[src/rtl/hptx_pkg.sv]
package hptx_pkg;
    typedef enum logic [2:0] {
        ST_IDLE,
        ST_START,
        ST_DATA,
        ST_PARITY,
        ST_STOP
    } tx_state_t;
endpackage

[src/rtl/hptx_hold.sv]
module hptx_hold #(
    parameter int DATA_W = 8
) (
    input  logic              clk,
    input  logic              rst_n,
    input  logic              flush,
    input  logic              load,
    input  logic [DATA_W-1:0] load_data,
    input  logic              load_par,
    input  logic              take,
    output logic              full,
    output logic [DATA_W-1:0] word,
    output logic              par
);
    logic              full_q;
    logic [DATA_W-1:0] word_q;
    logic              par_q;

    always_ff @(posedge clk) begin
        if (!rst_n) begin
            full_q <= 1'b0;
            word_q <= '0;
            par_q  <= 1'b0;
        end else if (flush) begin
            full_q <= 1'b0;
        end else if (take) begin
            full_q <= 1'b0;
        end else if (load && !full_q) begin
            full_q <= 1'b1;
            word_q <= load_data;
            par_q  <= load_par;
        end
    end

    assign full = full_q;
    assign word = word_q;
    assign par  = par_q;

    // a load on a full register leaves it untouched
    assert_full_ignores_load_R7: assert property (@(posedge clk) disable iff (!rst_n)
        (full_q && load && !take && !flush) |=> (full_q && word_q == $past(word_q)));

    // shutdown discards the held word
    assert_flush_empties_R9: assert property (@(posedge clk) disable iff (!rst_n)
        flush |=> !full_q);
endmodule

[src/rtl/hptx_cellenc.sv]
module hptx_cellenc #(
    parameter int CNT_W       = 4,
    parameter int PULSE_TICKS = 3
) (
    input  logic             active,
    input  logic             force_idle,
    input  logic             irda,
    input  logic             bit_val,
    input  logic [CNT_W-1:0] tick_cnt,
    output logic             line
);
    localparam logic [CNT_W-1:0] PULSE_LIM = CNT_W'(PULSE_TICKS);

    always_comb begin
        if (force_idle || !active) begin
            line = !irda;
        end else if (irda) begin
            line = !bit_val && (tick_cnt < PULSE_LIM);
        end else begin
            line = bit_val;
        end
    end
endmodule

[src/rtl/hptx_top.sv]
module hptx_top
    import hptx_pkg::*;
#(
    parameter int DATA_W        = 8,
    parameter int SHORT_W       = 7,
    parameter int TICKS_PER_BIT = 16,
    parameter int PULSE_TICKS   = 3
) (
    input  logic              clk,
    input  logic              rst_n,
    input  logic              baud_tick,
    input  logic              shutdown,
    input  logic              cfg_len7,
    input  logic              cfg_par_en,
    input  logic              cfg_irda,
    input  logic              load,
    input  logic [DATA_W-1:0] load_data,
    input  logic              load_par,
    output logic              tx_empty,
    output logic              tx_busy,
    output logic              tx_line
);
    localparam int CNT_W = $clog2(TICKS_PER_BIT);
    localparam int IDX_W = $clog2(DATA_W);
    localparam logic [CNT_W-1:0] LAST_TICK  = CNT_W'(TICKS_PER_BIT - 1);
    localparam logic [IDX_W-1:0] LAST_LONG  = IDX_W'(DATA_W - 1);
    localparam logic [IDX_W-1:0] LAST_SHORT = IDX_W'(SHORT_W - 1);

    tx_state_t         state_q, state_d;
    logic [CNT_W-1:0]  cnt_q;
    logic [IDX_W-1:0]  idx_q;
    logic [DATA_W-1:0] char_q;
    logic              par_q;
    logic              take;
    logic              cell_end;
    logic [IDX_W-1:0]  last_idx;
    logic              hold_full;
    logic [DATA_W-1:0] hold_word;
    logic              hold_par;
    logic              cur_bit;
    logic              active;

    hptx_hold #(.DATA_W(DATA_W)) u_hold (
        .clk       (clk),
        .rst_n     (rst_n),
        .flush     (shutdown),
        .load      (load),
        .load_data (load_data),
        .load_par  (load_par),
        .take      (take),
        .full      (hold_full),
        .word      (hold_word),
        .par       (hold_par)
    );

    assign cell_end = baud_tick && (cnt_q == LAST_TICK);
    assign last_idx = cfg_len7 ? LAST_SHORT : LAST_LONG;

    // next-state logic
    always_comb begin
        state_d = state_q;
        take    = 1'b0;
        unique case (state_q)
            ST_IDLE: begin
                if (hold_full) begin
                    state_d = ST_START;
                    take    = 1'b1;
                end
            end
            ST_START:  if (cell_end) state_d = ST_DATA;
            ST_DATA: begin
                if (cell_end && idx_q == last_idx) begin
                    state_d = cfg_par_en ? ST_PARITY : ST_STOP;
                end
            end
            ST_PARITY: if (cell_end) state_d = ST_STOP;
            ST_STOP:   if (cell_end) state_d = ST_IDLE;
            default:   state_d = ST_IDLE;
        endcase
        if (shutdown) begin
            state_d = ST_IDLE;
            take    = 1'b0;
        end
    end

    // state register
    always_ff @(posedge clk) begin
        if (!rst_n) state_q <= ST_IDLE;
        else        state_q <= state_d;
    end

    // cell counter, bit index and shifter
    always_ff @(posedge clk) begin
        if (!rst_n) begin
            cnt_q  <= '0;
            idx_q  <= '0;
            char_q <= '0;
            par_q  <= 1'b0;
        end else begin
            if (shutdown || state_q == ST_IDLE) begin
                cnt_q <= '0;
                idx_q <= '0;
            end else if (baud_tick) begin
                cnt_q <= cell_end ? '0 : cnt_q + 1'b1;
                if (cell_end && state_q == ST_DATA) idx_q <= idx_q + 1'b1;
            end
            if (take) begin
                char_q <= hold_word;
                par_q  <= hold_par;
            end
        end
    end

    // outputs
    always_comb begin
        unique case (state_q)
            ST_START:  cur_bit = 1'b0;
            ST_DATA:   cur_bit = char_q[idx_q];
            ST_PARITY: cur_bit = par_q;
            default:   cur_bit = 1'b1;
        endcase
        active   = (state_q != ST_IDLE);
        tx_busy  = active;
        tx_empty = !hold_full;
    end

    hptx_cellenc #(.CNT_W(CNT_W), .PULSE_TICKS(PULSE_TICKS)) u_enc (
        .active     (active),
        .force_idle (shutdown),
        .irda       (cfg_irda),
        .bit_val    (cur_bit),
        .tick_cnt   (cnt_q),
        .line       (tx_line)
    );

    // without a tick the state holds
    assert_cell_waits_tick_R1: assert property (@(posedge clk) disable iff (!rst_n)
        (state_q != ST_IDLE && !baud_tick && !shutdown) |=> (state_q == $past(state_q)));

    // the stop cell is high in plain mode
    assert_stop_high_R2: assert property (@(posedge clk) disable iff (!rst_n)
        (state_q == ST_STOP && !cfg_irda && !shutdown) |-> tx_line);

    // payload index never passes the configured last bit
    assert_idx_bound_R3: assert property (@(posedge clk) disable iff (!rst_n)
        (state_q == ST_DATA) |-> (idx_q <= last_idx));

    // R5 (and R2): resting level follows the line mode
    assert_idle_level_R5: assert property (@(posedge clk) disable iff (!rst_n)
        (state_q == ST_IDLE && !shutdown) |-> (tx_line == !cfg_irda));

    // a held word is taken on the next edge when idle
    assert_handoff_R6: assert property (@(posedge clk) disable iff (!rst_n)
        (state_q == ST_IDLE && hold_full && !shutdown) |=> (state_q == ST_START && !hold_full));

    // shutdown forces the resting level at once and idles the block
    assert_abort_line_R9: assert property (@(posedge clk) disable iff (!rst_n)
        shutdown |-> (tx_line == !cfg_irda));
    assert_abort_state_R9: assert property (@(posedge clk) disable iff (!rst_n)
        shutdown |=> (state_q == ST_IDLE));
endmodule

[config.mk]
export PLATFORM = sky130hd
export DESIGN_NAME = hptx_top
export DESIGN_NICKNAME = d
export VERILOG_FILES = /design/src/rtl/hptx_pkg.sv /design/src/rtl/hptx_hold.sv /design/src/rtl/hptx_cellenc.sv /design/src/rtl/hptx_top.sv
export SDC_FILE = /design/constraint.sdc
export NUM_CORES = 1
export LEC_CHECK = 0
export BUFFER_PORTS_ARGS = -buffer_cell sky130_fd_sc_hd__buf_2
export CAP_MARGIN = 20
export CORE_MARGIN = 10
export CORE_UTILIZATION = 35
export DETAILED_ROUTE_END_ITERATION = 6
export PLACE_DENSITY_LB_ADDON = 0.15
export SETUP_SLACK_MARGIN = 0.1
export SYNTH_ARGS = -nofsm -noshare
export SYNTH_HDL_FRONTEND = slang
export SYNTH_SLANG_ARGS = --single-unit
[constraint.sdc]
create_clock -name clk -period 2.9 [get_ports clk]
set_clock_uncertainty 0.05 [all_clocks]
set_input_delay 0.145 -clock clk [delete_from_list [all_inputs] [get_ports clk]]
set_output_delay 0.145 -clock clk [all_outputs]
set_load 0.01 [all_outputs]
# [Word-level counts from Yosys, hierarchy flattened]
# Index checks and enable logic that the tools add are counted.
# W data, S select, Z words.
[classes] n_shift=0 n_mux=17 eq_ne=11 magnitude_cmp=2 addsub=2 div_mod_pow=0 bitwise=3 reduce_logical=19 n_mul=0
[op_table] cell="$mux W3" n=6
[op_table] cell="$pmux W3 S5" n=1
[op_table] cell="$ne A2 B2 Y1 const B" n=4
[op_table] cell="$mux W1" n=7
[op_table] cell="$eq A3 B2 Y1 const B" n=2
[op_table] cell="$logic_and A1 B1 Y1" n=5
[op_table] cell="$reduce_and A5 Y1" n=1
[op_table] cell="$add A4 B1 Y4 const B" n=1
[op_table] cell="$eq A4 B4 Y1 const B" n=1
[op_table] cell="$logic_not A1 Y1" n=4
[op_table] cell="$lt A3 B4 Y1 const B" n=1
[op_table] cell="$lt A4 B2 Y1 const B" n=1
[op_table] cell="$mux W4" n=1
[op_table] cell="$reduce_or A2 Y1" n=2
[op_table] cell="$add A3 B1 Y3 const B" n=1
[op_table] cell="$bmux W1 S3" n=1
[op_table] cell="$eq A3 B1 Y1 const B" n=1
[op_table] cell="$eq A3 B3 Y1" n=1
[op_table] cell="$eq A3 B3 Y1 const B" n=1
[op_table] cell="$logic_not A3 Y1" n=1
[op_table] cell="$not A1 Y1" n=3
[op_table] cell="$pmux W1 S3" n=1
[op_table] cell="$reduce_and A3 Y1" n=1
[op_table] cell="$reduce_bool A3 Y1" n=1
[op_table] cell="4 further kinds" n=5
[totals] latchBits=0 in_bits=17 elab_cells=62 ram_bits=0 rom_bits=0 n_memories=0 register_bits=29

# [Longest topological paths before layout]
[logic_depth] ltp_word=7 depth_mapped=6 ltp_nobuf=5

# [Hierarchy]
# A second synthesis with hierarchy kept.
[hier_totals] cells_unflattened=163 hier_area_um2=1455.1
[by_module_without_submodules] mod="hptx_top" area_each_um2=1004.7 cells_each=116 seq_area_each_um2=380.4 instances=1
[by_module_without_submodules] mod="hptx_hold" area_each_um2=415.4 cells_each=43 seq_area_each_um2=200.2 instances=1
[by_module_without_submodules] mod="hptx_cellenc" area_each_um2=35.0 cells_each=4 seq_area_each_um2=0.0 instances=1

# [Least setup slack after synthesis]
# No wires, ideal clock.
[synth_path] kind="flip-flop to output port" from="reg idx_q[0]" to="out tx_line" slack_ns=1.183 arrival_time_ns=1.522 path_stages_with_launch=6 cell_sequence="dfxtp_1 -> buf_2 -> mux4_2 -> nor2_1 -> o41ai_1 -> mux2i_1"
[synth_via] elab_chain_cells=7
[synth_lines] item="start: declaration" line_no="hptx_top.sv:31" source="logic [IDX_W-1:0] idx_q;"
[synth_lines] item="start signal: assignment" line_no="hptx_top.sv:105" source="if (cell_end && state_q == ST_DATA) idx_q <= idx_q + 1'b1;"
[synth_lines] item="$bmux W1 S3 (*)" line_no="hptx_top.sv:118" source="ST_DATA: cur_bit = char_q[idx_q];"
[synth_lines] item="$mux W1 (not written as such) (*)" line_no="hptx_top.sv:118"
[synth_lines] item="$pmux W1 S3 (*)" line_no="hptx_top.sv:116" source="unique case (state_q)"
[synth_lines] item="$logic_not A1 Y1" line_no="hptx_cellenc.sv:18" source="line = !bit_val && (tick_cnt < PULSE_LIM);"
[synth_lines] item="$logic_and A1 B1 Y1" line_no="hptx_cellenc.sv:18"
[synth_lines] item="$mux W1 (*)" line_no="hptx_cellenc.sv:17" source="end else if (irda) begin"
[synth_lines] item="$mux W1 (*)" line_no="hptx_cellenc.sv:15" source="if (force_idle || !active) begin"
[synth_lines] item="end: declaration" line_no="hptx_top.sv:21" source="output logic tx_line"
# Mark *: on every way between the ends. The rest lies on a longest branch, timed or not. The select of a mux whose other input is x is not followed.

# [Final worst setup path]
# Ends and elaborated chain as after synthesis.

==> key figures <==
Global route
  – Remaining global-route overflow: 0
  – Vias in the first global route: approximately 1.0k
  – Antenna violations before repair: 0
  – Largest net degree at the start of global routing: 21
  – Global-route wire length before repair: 4730 µm
  – Total track usage: under 10%

Routing
  – Vias: approximately 1k
  – DR WL/cell: ~13 µm
  – Detailed Route WL: approximately 2700 µm
  – 1st-pass router iterations: 4
  – Number of DRC markers in iteration 0: 45
  – Via density per instance: ~4.8
  – Routed Antenna Nets: 0
  – DRC viols: 0

Timing
  – Worst-margin pin slew: ~930 ps
  – Final Max Tran Viols: 0
  – Fmax: between 400 and 500 MHz
  – Setup TNS: 0 ps
  – Final Critical Period: 2120 ps
  – Tcrit/Tclk final: 73.2%
  – Final Hold Viols: 0
  – Rel. slew slack: ~38%
  – Fin worst setup slack: 778 ps
  – Final Setup Violations: 0
  – RSZ-0062 raised after global routing: false

Synthesis
  – Largest area contributor in the netlist: dfxtp_1
  – Synthesized instance count: ~140
  – Compound-gate portion of the synthesized area: under 10%
  – Post-synthesis register bit count: 29
  – Mapped cell area: between 1000 and 1500 µm²
  – Async SR Flop Fraction: 0%
  – Post-Synth Adder-Cell Area: 1.81%
  – Yosys warnings: 0
  – Mapped Avg Cell Area: 9.69 µm²
  – Area share of the largest cell type after synthesis: a little over two fifths
  – Most frequent cell after synthesis: dfxtp_1
  – Synth Area in Simple Gates: between 20% and 30%
  – Area contributors post-synth: dfxtp_1, mux2i_1, nor2b_1
  – Sequential area share after synthesis: between 40% and 50%
  – Synth Flop Type: dfxtp_1
  – Cell variety after synth: 36
  – Post-synthesis mux area share: about a fifth
  – Synth cell count leaders: dfxtp_1, mux2i_1, nor2b_1
  – Syn nets: 162
  – Largest family of logic cells by synthesized area: simple AND/OR/NAND/NOR gates
  – Post-synth EDFFs: 0
  – XOR/XNOR Fraction of Synth Area: approximately 2.5%

Worst setup path
  – Top delay family on crit path: multiplexers
  – Crit path max fanout: 6
  – CP arrival: ~1900 ps
  – Req. time, crit path: about 2700 ps
  – Largest stage delay, worst path: around 490 ps
  – Crit path buffers/inverters: 1
  – Crit end category: output port
  – Type of the worst setup path: register to output port
  – CP Cell Sequence: mux4_2 -> nor2_1 -> o41ai_1 -> mux2i_1 -> buf_2
  – Worst-path cell with the longest stage delay: dfxtp_1
  – Critical Path Start Type: register

CTS
  – Clk buf depth: 2
  – CTS Sinks: 29
  – CTS tree: yes
  – CTS Root Cell: clkbuf_8
  – Clock Pin Slew Worst Setup and Hold Paths: 60 ps
  – H-tree depth: 2
  – Cts repair resizes: 0
  – CTS Buf Count: 5
  – Post-CTS setup buffers: 0
  – Clk_lat worst skew: 270 ps
  – Hold bufs inserted after CTS: 0

Final layout
  – Area grow syn2layout: 16.1%
  – Fillers: slightly above 400
  – Final antenna diode count: 0
  – Final Cell Area: ~1600 µm²
  – Share of layout cells above drive strength 1: about a fifth
  – Nets: approximately 180
  – Non-Filler Instances: 209
  – Register Area: 581 µm²
  – Area occupied by multi-input gates: 752 µm²

Run status
  – Status: finished, final reports clean

Job
  – Max-cap violations: 0

Placed design
  – Placed cells: between 200 and 250
  – Global placement routability congestion: between 0.7 and 0.8
  – Hpwl dp: roughly 2000 µm
  – Placed inst area: 1490 µm²
  – Input/output buffers: 19
  – Worst slack, placed: roughly 1000 ps

Pwr
  – Total power: roughly 900 µW
  – Power density cells: about 560 nW/µm²
  – Leakage: 0.662 nW
  – Worst VDD drop: 287 µV

Floorplanning
  – Num ports: 20
  – Initial Utilization: 37.0%
  – Die width: between 80 and 90 µm
  – Core Area: roughly 3700 µm²
  – Row count: 22
  – Chip Height: between 80 and 90 µm
  – DIE AREA: a little under 7000 µm²

Hold path
  – Min-delay worst type: input pin to register
-- through the flow --
stage / utilization (%) / hold WS [ps]
floorplan: - / 239
global placement: 39.8 / 340
detailed placement: 39.8 / 355
CTS: 42.9 / 67.4
global route: 42.9 / 71.1
finish: 42.9 / 78.2
-- routing by layer --
layer	routed length [µm]	track usage, %	up-vias
met2	1150	11.7	23
met1	1350	10.0	446
li1	-	-	533
met3	125	3.81	2
met4	28	4.31	0
met5	0	0	-
-- cell families after synthesis --
group / Yosys count
muxes: 26
xor gates and xnor gates: 4
buffers and inverters: 10
and+or+nand+nor: 59
AOI/OAI and AO/OA: 13
DFF: 29
adders and majority gates: 2
-- where the power goes --
group          internal [mW]  switching, mW
registers              0.407        0.00637
clock network          0.280          0.145
logic                 0.0307         0.0274
total                  0.717          0.179
-- flip-flops by register name, summed over array words and instances, names as in the netlist --
register,count
u_hold.word,8
state_q,3
char_q,8
par_q,1
u_hold.par,1
u_hold.full,1
cnt_q,4
idx_q,3
-- worst reg2reg max path: cells and delay by family (launching register included) --
family           cells  cell delay, ps
DFF                  1             390
muxes                1             230
and+or+nand+nor      3            1010
-- cell type report --
| class | instances | share of cell area, % |
|---|---|---|
| Multi-Input combinational cell | 104 | 46.8 |
| Clock buffer | 7 | 5.37 |
| Sequential cell | 29 | 36.1 |
| Clock inverter | 1 | 1.87 |
| Timing Repair Buffer | 19 | 5.91 |
| Tap cell | 48 | 3.74 |
| Inverter | 1 | 0.233 |
-- cell usage in the layout, fill, tap and decap left out, types with 2 or more instances in the layout --
| cell type | synthesis | final |
|---|---|---|
| and3_1 | 2 | 2 |
| nand3_1 | 4 | 4 |
| nor2b_1 | 19 | 19 |
| nor2_1 | 14 | 14 |
| xor2_1 | 3 | 3 |
| nor3_1 | 3 | 3 |
| ha_1 | 2 | 2 |
| clkbuf_8 | 0 | 6 |
| a21oi_1 | 3 | 3 |
| mux2i_1 | 24 | 24 |
| nand2_1 | 7 | 7 |
| nand4_1 | 2 | 2 |
| buf_2 | 4 | 19 |
| dfxtp_1 | 29 | 29 |
-- final timing paths --
| check | slack (ps) | end | start | cells after the start |
|---|---|---|---|---|
| hold / removal | 80 | u_hold.full | load | 3 |
| setup reg to reg | 1110 | char_q[2] | state_q[0] | 4 |
| hold reg to reg | 470 | char_q[4] | u_hold.word[4] | 2 |
| setup / recovery | 780 | tx_line | idx_q[0] | 5 |
(Power assumes the default switching activity.)
